<file path="src/rtl/rxq_pkg.sv">
package rxq_pkg;
   localparam logic [4:0] RXQ_EVT_CODE = 5'b10000;
   localparam logic [4:0] RXQ_NO_CODE  = 5'b00000;
endpackage

</file>
<file path="src/rtl/rxq_depth_calc.sv">
module rxq_depth_calc #(
   parameter int NUM_DED  = 2,
   parameter int NUM_PROG = 6,
   parameter int CNT_W    = 4
) (
   input  logic [NUM_PROG-1:0] tx_mask_i,
   output logic [CNT_W-1:0]    depth_o
);
   always_comb begin
      depth_o = CNT_W'(NUM_DED + NUM_PROG);
      for (int k = NUM_PROG - 1; k >= 0; k--) begin
         if (tx_mask_i[k]) depth_o = CNT_W'(NUM_DED + k);
      end
   end
endmodule

</file>
<file path="src/rtl/rxq_ptr.sv">
module rxq_ptr #(
   parameter int PTR_W = 4
) (
   input  logic             clk,
   input  logic             rst_n,
   input  logic             flush_i,
   input  logic             adv_i,
   input  logic [PTR_W-1:0] last_i,
   output logic [PTR_W-1:0] ptr_o
);
   logic [PTR_W-1:0] nxt;

   assign nxt = (ptr_o == last_i) ? '0 : ptr_o + 1'b1;

   always_ff @(posedge clk or negedge rst_n) begin
      if (!rst_n)       ptr_o <= '0;
      else if (flush_i) ptr_o <= '0;
      else if (adv_i)   ptr_o <= nxt;
   end
endmodule

</file>
<file path="src/rtl/rxq_slot_flags.sv">
module rxq_slot_flags #(
   parameter int NSLOT = 8,
   parameter int SEL_W = 3
) (
   input  logic             clk,
   input  logic             rst_n,
   input  logic             flush_i,
   input  logic             set_i,
   input  logic [SEL_W-1:0] set_idx_i,
   input  logic             clr_i,
   input  logic [SEL_W-1:0] clr_idx_i,
   output logic [NSLOT-1:0] full_o
);
   for (genvar s = 0; s < NSLOT; s++) begin : g_slot
      logic hit_set, hit_clr;
      assign hit_set = set_i && (set_idx_i == SEL_W'(s));
      assign hit_clr = clr_i && (clr_idx_i == SEL_W'(s));
      always_ff @(posedge clk or negedge rst_n) begin
         if (!rst_n)       full_o[s] <= 1'b0;
         else if (flush_i) full_o[s] <= 1'b0;
         else if (hit_set) full_o[s] <= 1'b1;
         else if (hit_clr) full_o[s] <= 1'b0;
      end
      AST_NO_SET_CLR_SAME: assert property (@(posedge clk) disable iff (!rst_n)
         !(hit_set && hit_clr));
   end
endmodule

</file>
<file path="src/rtl/rxq_ring_ctrl.sv">
module rxq_ring_ctrl #(
   parameter int NUM_DED  = 2,
   parameter int NUM_PROG = 6,
   parameter int PTR_W    = 4,
   parameter int CODE_W   = 5,
   parameter int WM_LO    = 1,
   parameter int WM_HI    = 4
) (
   input  logic                        clk,
   input  logic                        rst_n,
   input  logic                        msg_accept_i,
   input  logic [NUM_PROG-1:0]         prog_is_tx_i,
   input  logic                        rd_clear_i,
   input  logic                        wm_sel_i,
   output logic [PTR_W-1:0]            rd_ptr_o,
   output logic [NUM_DED+NUM_PROG-1:0] full_o,
   output logic                        empty_o,
   output logic [CODE_W-1:0]           irq_code_o,
   output logic                        wm_irq_o,
   output logic                        overflow_o
);
   import rxq_pkg::*;

   localparam int NSLOT = NUM_DED + NUM_PROG;
   localparam int SEL_W = (NSLOT > 1) ? $clog2(NSLOT) : 1;
   localparam int CNT_W = $clog2(NSLOT + 1);

   if (NUM_DED < 1)     begin : g_bad_ded  $error("NUM_DED must be at least 1"); end
   if (PTR_W < SEL_W)   begin : g_bad_ptr  $error("PTR_W too narrow for slot count"); end
   if (CODE_W != 5)     begin : g_bad_code $error("CODE_W must be 5"); end
   if (WM_HI > NSLOT)   begin : g_bad_wm   $error("WM_HI exceeds slot count"); end

   logic [NUM_PROG-1:0] cfg_q;
   logic                cfg_chg;
   logic [CNT_W-1:0]    depth, cnt_q, cnt_nxt, thr;
   logic [PTR_W-1:0]    wr_ptr, last_idx;
   logic [NSLOT-1:0]    full_q, valid_mask;
   logic                wr_ok, clr_ok, drop;

   assign cfg_chg = (prog_is_tx_i != cfg_q);

   always_ff @(posedge clk or negedge rst_n) begin
      if (!rst_n) cfg_q <= '0;
      else        cfg_q <= prog_is_tx_i;
   end

   rxq_depth_calc #(.NUM_DED(NUM_DED), .NUM_PROG(NUM_PROG), .CNT_W(CNT_W)) u_depth (
      .tx_mask_i(cfg_q), .depth_o(depth));

   assign last_idx = PTR_W'(depth - 1'b1);

   assign wr_ok  = msg_accept_i && !full_q[wr_ptr[SEL_W-1:0]] && !cfg_chg;
   assign drop   = msg_accept_i &&  full_q[wr_ptr[SEL_W-1:0]] && !cfg_chg;
   assign clr_ok = rd_clear_i   &&  full_q[rd_ptr_o[SEL_W-1:0]] && !cfg_chg;

   rxq_ptr #(.PTR_W(PTR_W)) u_wr (
      .clk(clk), .rst_n(rst_n), .flush_i(cfg_chg), .adv_i(wr_ok),
      .last_i(last_idx), .ptr_o(wr_ptr));

   rxq_ptr #(.PTR_W(PTR_W)) u_rd (
      .clk(clk), .rst_n(rst_n), .flush_i(cfg_chg), .adv_i(clr_ok),
      .last_i(last_idx), .ptr_o(rd_ptr_o));

   rxq_slot_flags #(.NSLOT(NSLOT), .SEL_W(SEL_W)) u_flags (
      .clk(clk), .rst_n(rst_n), .flush_i(cfg_chg),
      .set_i(wr_ok), .set_idx_i(wr_ptr[SEL_W-1:0]),
      .clr_i(clr_ok), .clr_idx_i(rd_ptr_o[SEL_W-1:0]),
      .full_o(full_q));

   always_comb begin
      cnt_nxt = cnt_q;
      if (wr_ok && !clr_ok) cnt_nxt = cnt_q + 1'b1;
      if (!wr_ok && clr_ok) cnt_nxt = cnt_q - 1'b1;
   end

   assign thr = wm_sel_i ? CNT_W'(WM_HI) : CNT_W'(WM_LO);

   always_ff @(posedge clk or negedge rst_n) begin
      if (!rst_n) begin
         cnt_q      <= '0;
         irq_code_o <= RXQ_NO_CODE;
         wm_irq_o   <= 1'b0;
         overflow_o <= 1'b0;
      end else if (cfg_chg) begin
         cnt_q      <= '0;
         irq_code_o <= RXQ_NO_CODE;
         wm_irq_o   <= 1'b0;
         overflow_o <= 1'b0;
      end else begin
         cnt_q      <= cnt_nxt;
         irq_code_o <= wr_ok ? RXQ_EVT_CODE : RXQ_NO_CODE;
         wm_irq_o   <= wr_ok && ((depth - cnt_nxt) == thr);
         if (drop) overflow_o <= 1'b1;
      end
   end

   always_comb begin
      for (int s = 0; s < NSLOT; s++) valid_mask[s] = (CNT_W'(s) < depth);
   end

   assign full_o  = full_q;
   assign empty_o = !full_q[rd_ptr_o[SEL_W-1:0]];

   AST_TRUNC_DEPTH: assert property (@(posedge clk) disable iff (!rst_n)
      (full_q & ~valid_mask) == '0);
   AST_PTR_RANGE: assert property (@(posedge clk) disable iff (!rst_n)
      (CNT_W'(rd_ptr_o) < depth) && (CNT_W'(wr_ptr) < depth));
   AST_WR_MOVES: assert property (@(posedge clk) disable iff (!rst_n)
      wr_ok |=> wr_ptr != $past(wr_ptr));
   AST_RD_MOVES: assert property (@(posedge clk) disable iff (!rst_n)
      clr_ok |=> rd_ptr_o != $past(rd_ptr_o));
   AST_EVT_CODE: assert property (@(posedge clk) disable iff (!rst_n)
      wr_ok |=> irq_code_o == RXQ_EVT_CODE);
   AST_DROP_HOLD: assert property (@(posedge clk) disable iff (!rst_n)
      drop |=> ($stable(wr_ptr) && overflow_o));
   AST_OVF_STICKY: assert property (@(posedge clk) disable iff (!rst_n)
      (overflow_o && !cfg_chg) |=> overflow_o);
   AST_EMPTY_IGNORE: assert property (@(posedge clk) disable iff (!rst_n)
      (rd_clear_i && empty_o && !msg_accept_i && !cfg_chg) |=> ($stable(rd_ptr_o) && $stable(full_q)));
   AST_CFG_FLUSH: assert property (@(posedge clk) disable iff (!rst_n)
      cfg_chg |=> (full_q == '0 && rd_ptr_o == '0 && wr_ptr == '0 && !overflow_o));
   AST_WM_ONLY_ON_RX: assert property (@(posedge clk) disable iff (!rst_n)
      wm_irq_o |-> irq_code_o == RXQ_EVT_CODE);
endmodule

</file>
<file path="config.mk">
export PLATFORM = sky130hd
export DESIGN_NAME = rxq_ring_ctrl
export DESIGN_NICKNAME = d
export VERILOG_FILES = /design/src/rtl/rxq_pkg.sv /design/src/rtl/rxq_depth_calc.sv /design/src/rtl/rxq_ptr.sv /design/src/rtl/rxq_slot_flags.sv /design/src/rtl/rxq_ring_ctrl.sv
export SDC_FILE = /design/constraint.sdc
export NUM_CORES = 1
export LEC_CHECK = 0
export BUFFER_PORTS_ARGS = -buffer_cell sky130_fd_sc_hd__buf_2
export CELL_PAD_IN_SITES_DETAIL_PLACEMENT = 0
export CELL_PAD_IN_SITES_GLOBAL_PLACEMENT = 1
export CORE_MARGIN = 2
export CORE_UTILIZATION = 25
export CTS_BUF_LIST = sky130_fd_sc_hd__clkbuf_8
export DETAILED_ROUTE_END_ITERATION = 8
export PLACE_DENSITY_LB_ADDON = 0.05
export RECOVER_POWER = 50
export SLEW_MARGIN = 25
export SYNTH_ARGS = -nofsm -noshare
export SYNTH_HDL_FRONTEND = slang
export SYNTH_HIERARCHICAL = 1
export SYNTH_SLANG_ARGS = --single-unit
</file>
<file path="constraint.sdc">
create_clock -name clk -period 7.2 [get_ports clk]
set_input_delay 0.36 -clock clk [delete_from_list [all_inputs] [get_ports clk]]
set_output_delay 0.36 -clock clk [all_outputs]
set_load 0.01 [all_outputs]
</file>
==> impl_metrics.yaml <==
clock_network:
  cts_tree: "yes"
  post_cts_buffers: 0
  clock_path_buffers: 2
  clock-sinks: 29
  clockRootBuffer: "clkbuf_8"
  cts_hold_buffers: 0
  clk_pin_slew_ps: 70
  numCtsBuffers: 5
  post_cts_resized: 0
  htreeDepth: 2
  clkLatencyLatePin_ps: 280
die:
  die-height_microns: 95.6
  die_width_microns: 95.6
  core_sq_um: 8180
  num_rows: 33
  start_util: 0.257
  dieArea_sq_um: 9150
  io_pins: 31
critical_path:
  cp.arrival_ps: 4460
  cp_num_buf_inv: 0
  cp_cell_sequence: "mux2_2, a2bb2oi_1, a21boi_1, nor2b_2, maj3_2, mux2i_1, ha_1, a21o_1, a21oi_1, xnor3_1, or3b_1, a21oi_1"
  crit_required_ps: 7410
  r2r_start: "u_wr/ptr_o[0]"
  slowest_stage: "dfrtp_1"
  cp-end-kind: "flip-flop"
  reg2reg_depth: 12
  r2r_slack_ps: 2950
  cpPeakStageDelay_ps: 710
  crit_path_start_kind: "flip-flop"
  cp_top_family: "compound AO/OA/AOI/OAI gates"
  critPathKind: "flip-flop to flip-flop"
  crit_path_frequent_cell: "a21oi_1"
  r2r-end: "wm_irq_o"
  crit_fanout: 17
route:
  final_antenna_net_count: 0
  dr.pass1.iters: 4
  drt_wl_total_microns: 5220
  drc: 0
  drt_iter0_markers: 76
  via_count: 1659
  wl_per_cell_microns: 15.0
  avgViaCountPerCell: 4.75
global_route:
  antenna_found_initial: 0
  grt_pass1_wl_microns: 8610
  grt_pass1_vias: 1568
  grt_max_degree: 35
  track_usage: 0.126
  grt_overflow: 0
placement:
  placed_area_sq_um: 2320
  placed_cells: 341
  hpwl_microns: 3550
  port_buffers: 26
  globalplace.congestion: 0.671
yosys:
  yosys_warnings: 6
  syn_inst: 214
  ys_ff_latch: 29
  synth_flop_cell: "dfrtp_1"
  synth_area_sq_um: 2100
  ys_async_sr_fraction: 1.00
  synth_edf_count: 0
  yosysSeqAreaShare: 0.346
  postSynthAreaPerCell_sq_um: 9.81
  yosys.cell_types.count: 59
pwr:
  power_density_nw_per_um2: 145
  seq_power_share: 0.477
  p_sw_mw: 0.0877
  switching_share: 0.250
  power_mw: 0.351
  internal_power_mw: 0.263
  ir_drop_mv: 0.0512
  pwr-share-comb: 0.088
  p_clk_frac: 0.435
  leakagePower_nw: 0.994
cells_and_area:
  drive_above_1_share: 0.164
  stdcell_count: 349
  fin_nets: 263
  fin_area_sq_um: 2410
  area_delta_synth_final_pct: 15.0
  diodes: 0
sta:
  period_share: 0.590
  hold_viol: 0
  rsz0062_at_grt: "false"
  relSlewSlack: -0.130
  layout_min_cycle_time_ps: 4250
  setup_violations: 0
  slew_viol_final: 30
  clock.fmax_ghz: 0.235
  finClkSkew_ps: 6.68
  finalSetupTns_ps: 0
  tightest_slew_ps: 1700
run:
  maxCapViolCount: 1
worst_hold_path:
  holdPathStages: 1
  hp-class: "primary input to flip-flop"
  holdPathEnd: "cfg_q[3]"
  hp-start: "prog_is_tx_i[3]"
status:
  violations: "capacitance limit, slew limit"
  outcome: "complete, but fails checks"
## registers in the layout, indices dropped and copies added, names as in the netlist
| signal | flops |
|---|---|
| irq_code_o | 1 |
| overflow_o | 1 |
| u_rd/ptr_o | 4 |
| u_wr/ptr_o | 4 |
| u_flags/full_o | 8 |
| wm_irq_o | 1 |
| cnt_q | 4 |
| cfg_q | 6 |
## area by class of cell
type / instances / area [sq um]
Clock buffer: 7 / 96.3
Clock inverter: 1 / 5.00
Fill cell: 899 / 5760
Inverter: 11 / 41.3
Multi-Input combinational cell: 168 / 1280
Sequential cell: 29 / 726
Tap cell: 105 / 131
Timing Repair Buffer: 28 / 134
## cells by family (layout without fill, tap and decap cells)
kind of cell               count (synthesis)  in the layout  share of synthesized area
and+or+nand+nor                           84             84                      0.256
AOI/OAI and AO/OA                         36             36                      0.119
DFF                                       29             29                      0.346
xor gates and xnor gates                  21             21                     0.0942
buffers and inverters                     20             47                     0.0507
muxes                                     13             13                     0.0709
adders and majority gates                 10             10                     0.0626
other                                      1              4                    0.00179
## worst register-to-register path: cells and delay by family, from the launching register on
family                   cells  cell delay (ps)
XOR/XNOR                     1              160
AO/OA/AOI/OAI                5             1190
adder cells (fa/ha/maj)      2              630
multiplexers                 2              480
flip-flops                   1              710
AND/OR/NAND/NOR              2             1000
## power by group through the flow
stage	clock [mW]	sequential [mW]	combinational, mW
final	0.153	0.167	0.0310
after floorplan	0	0.170	0.0225
after global routing	0.169	0.168	0.0356
after detailed placement	0	0.170	0.0325
after global placement	0	0.170	0.0329
after CTS	0.161	0.167	0.0326
## worst max-delay path by stage
stage / start / to / slack (ps) / cells past startpoint
floorplan: u_wr/ptr_o[0] / wm_irq_o / 3520 / 13
global placement: u_wr/ptr_o[0] / wm_irq_o / 2700 / 12
detailed placement: u_wr/ptr_o[0] / wm_irq_o / 2600 / 12
CTS: u_wr/ptr_o[0] / wm_irq_o / 2540 / 12
global route: u_wr/ptr_o[0] / wm_irq_o / 2570 / 12
finish: u_wr/ptr_o[0] / wm_irq_o / 2950 / 12
## per-layer routing
layer	track usage	routed length (microns)	up-vias
met4	0.0417	78	0
li1	-	-	833
met1	0.185	2530	788
met5	0	0	-
met2	0.179	2420	31
met3	0.0308	200	7
## cell usage in the layout (no fill, tap or decap), types with 3 or more instances in the layout
| cell | count |
|---|---|
| a21oi_1 | 11 |
| and4b_1 | 3 |
| buf_2 | 17 |
| clkbuf_1 | 9 |
| clkbuf_8 | 7 |
| conb_1 | 4 |
| dfrtp_1 | 29 |
| ha_1 | 8 |
| inv_1 | 11 |
| mux2i_1 | 10 |
| nand2_1 | 5 |
| nand2b_1 | 15 |
| nand3_1 | 12 |
| nand3b_1 | 4 |
| nor2_1 | 9 |
| nor2b_1 | 5 |
| nor3_1 | 7 |
| nor4bb_1 | 3 |
| o32ai_1 | 6 |
| xnor2_1 | 13 |
| xor2_1 | 7 |
## synthesized netlist by cell type, types with 2 or more instances
library cell	n	area [sq um]
nor2b_1	6	37.5
o21bai_1	2	15.0
buf_4	4	30.0
nor4bb_1	3	30.0
nand2_1	5	18.8
buf_6	2	22.5
o32ai_1	6	52.6
dfrtp_1	29	726
and4b_1	3	30.0
a21oi_1	11	55.1
nand4_2	2	25.0
a31oi_1	2	12.5
xor2_1	7	61.3
and3_2	2	15.0
and3_1	2	12.5
clkbuf_1	2	7.51
inv_1	11	41.3
mux2i_1	10	100
a21o_1	2	15.0
nand3b_1	4	30.0
nand2b_1	15	93.8
o22ai_1	2	12.5
nor3_1	7	35.0
nor3b_1	2	15.0
xnor2_1	13	114
nand3_1	12	60.1
ha_1	8	100
nor2_1	9	33.8
## metrics by stage
stage / util / hold WS [ps] / setup WS (ps)
2_1_floorplan: - / 64.4 / 3520
3_3_place_gp: 0.284 / 477 / 2700
3_5_place_dp: 0.284 / 465 / 2600
4_1_cts: 0.296 / 149 / 2540
5_1_grt: 0.295 / 192 / 2570
6_report: 0.295 / 213 / 2950
No activity file was read; power rests on OpenSTA's default activity.
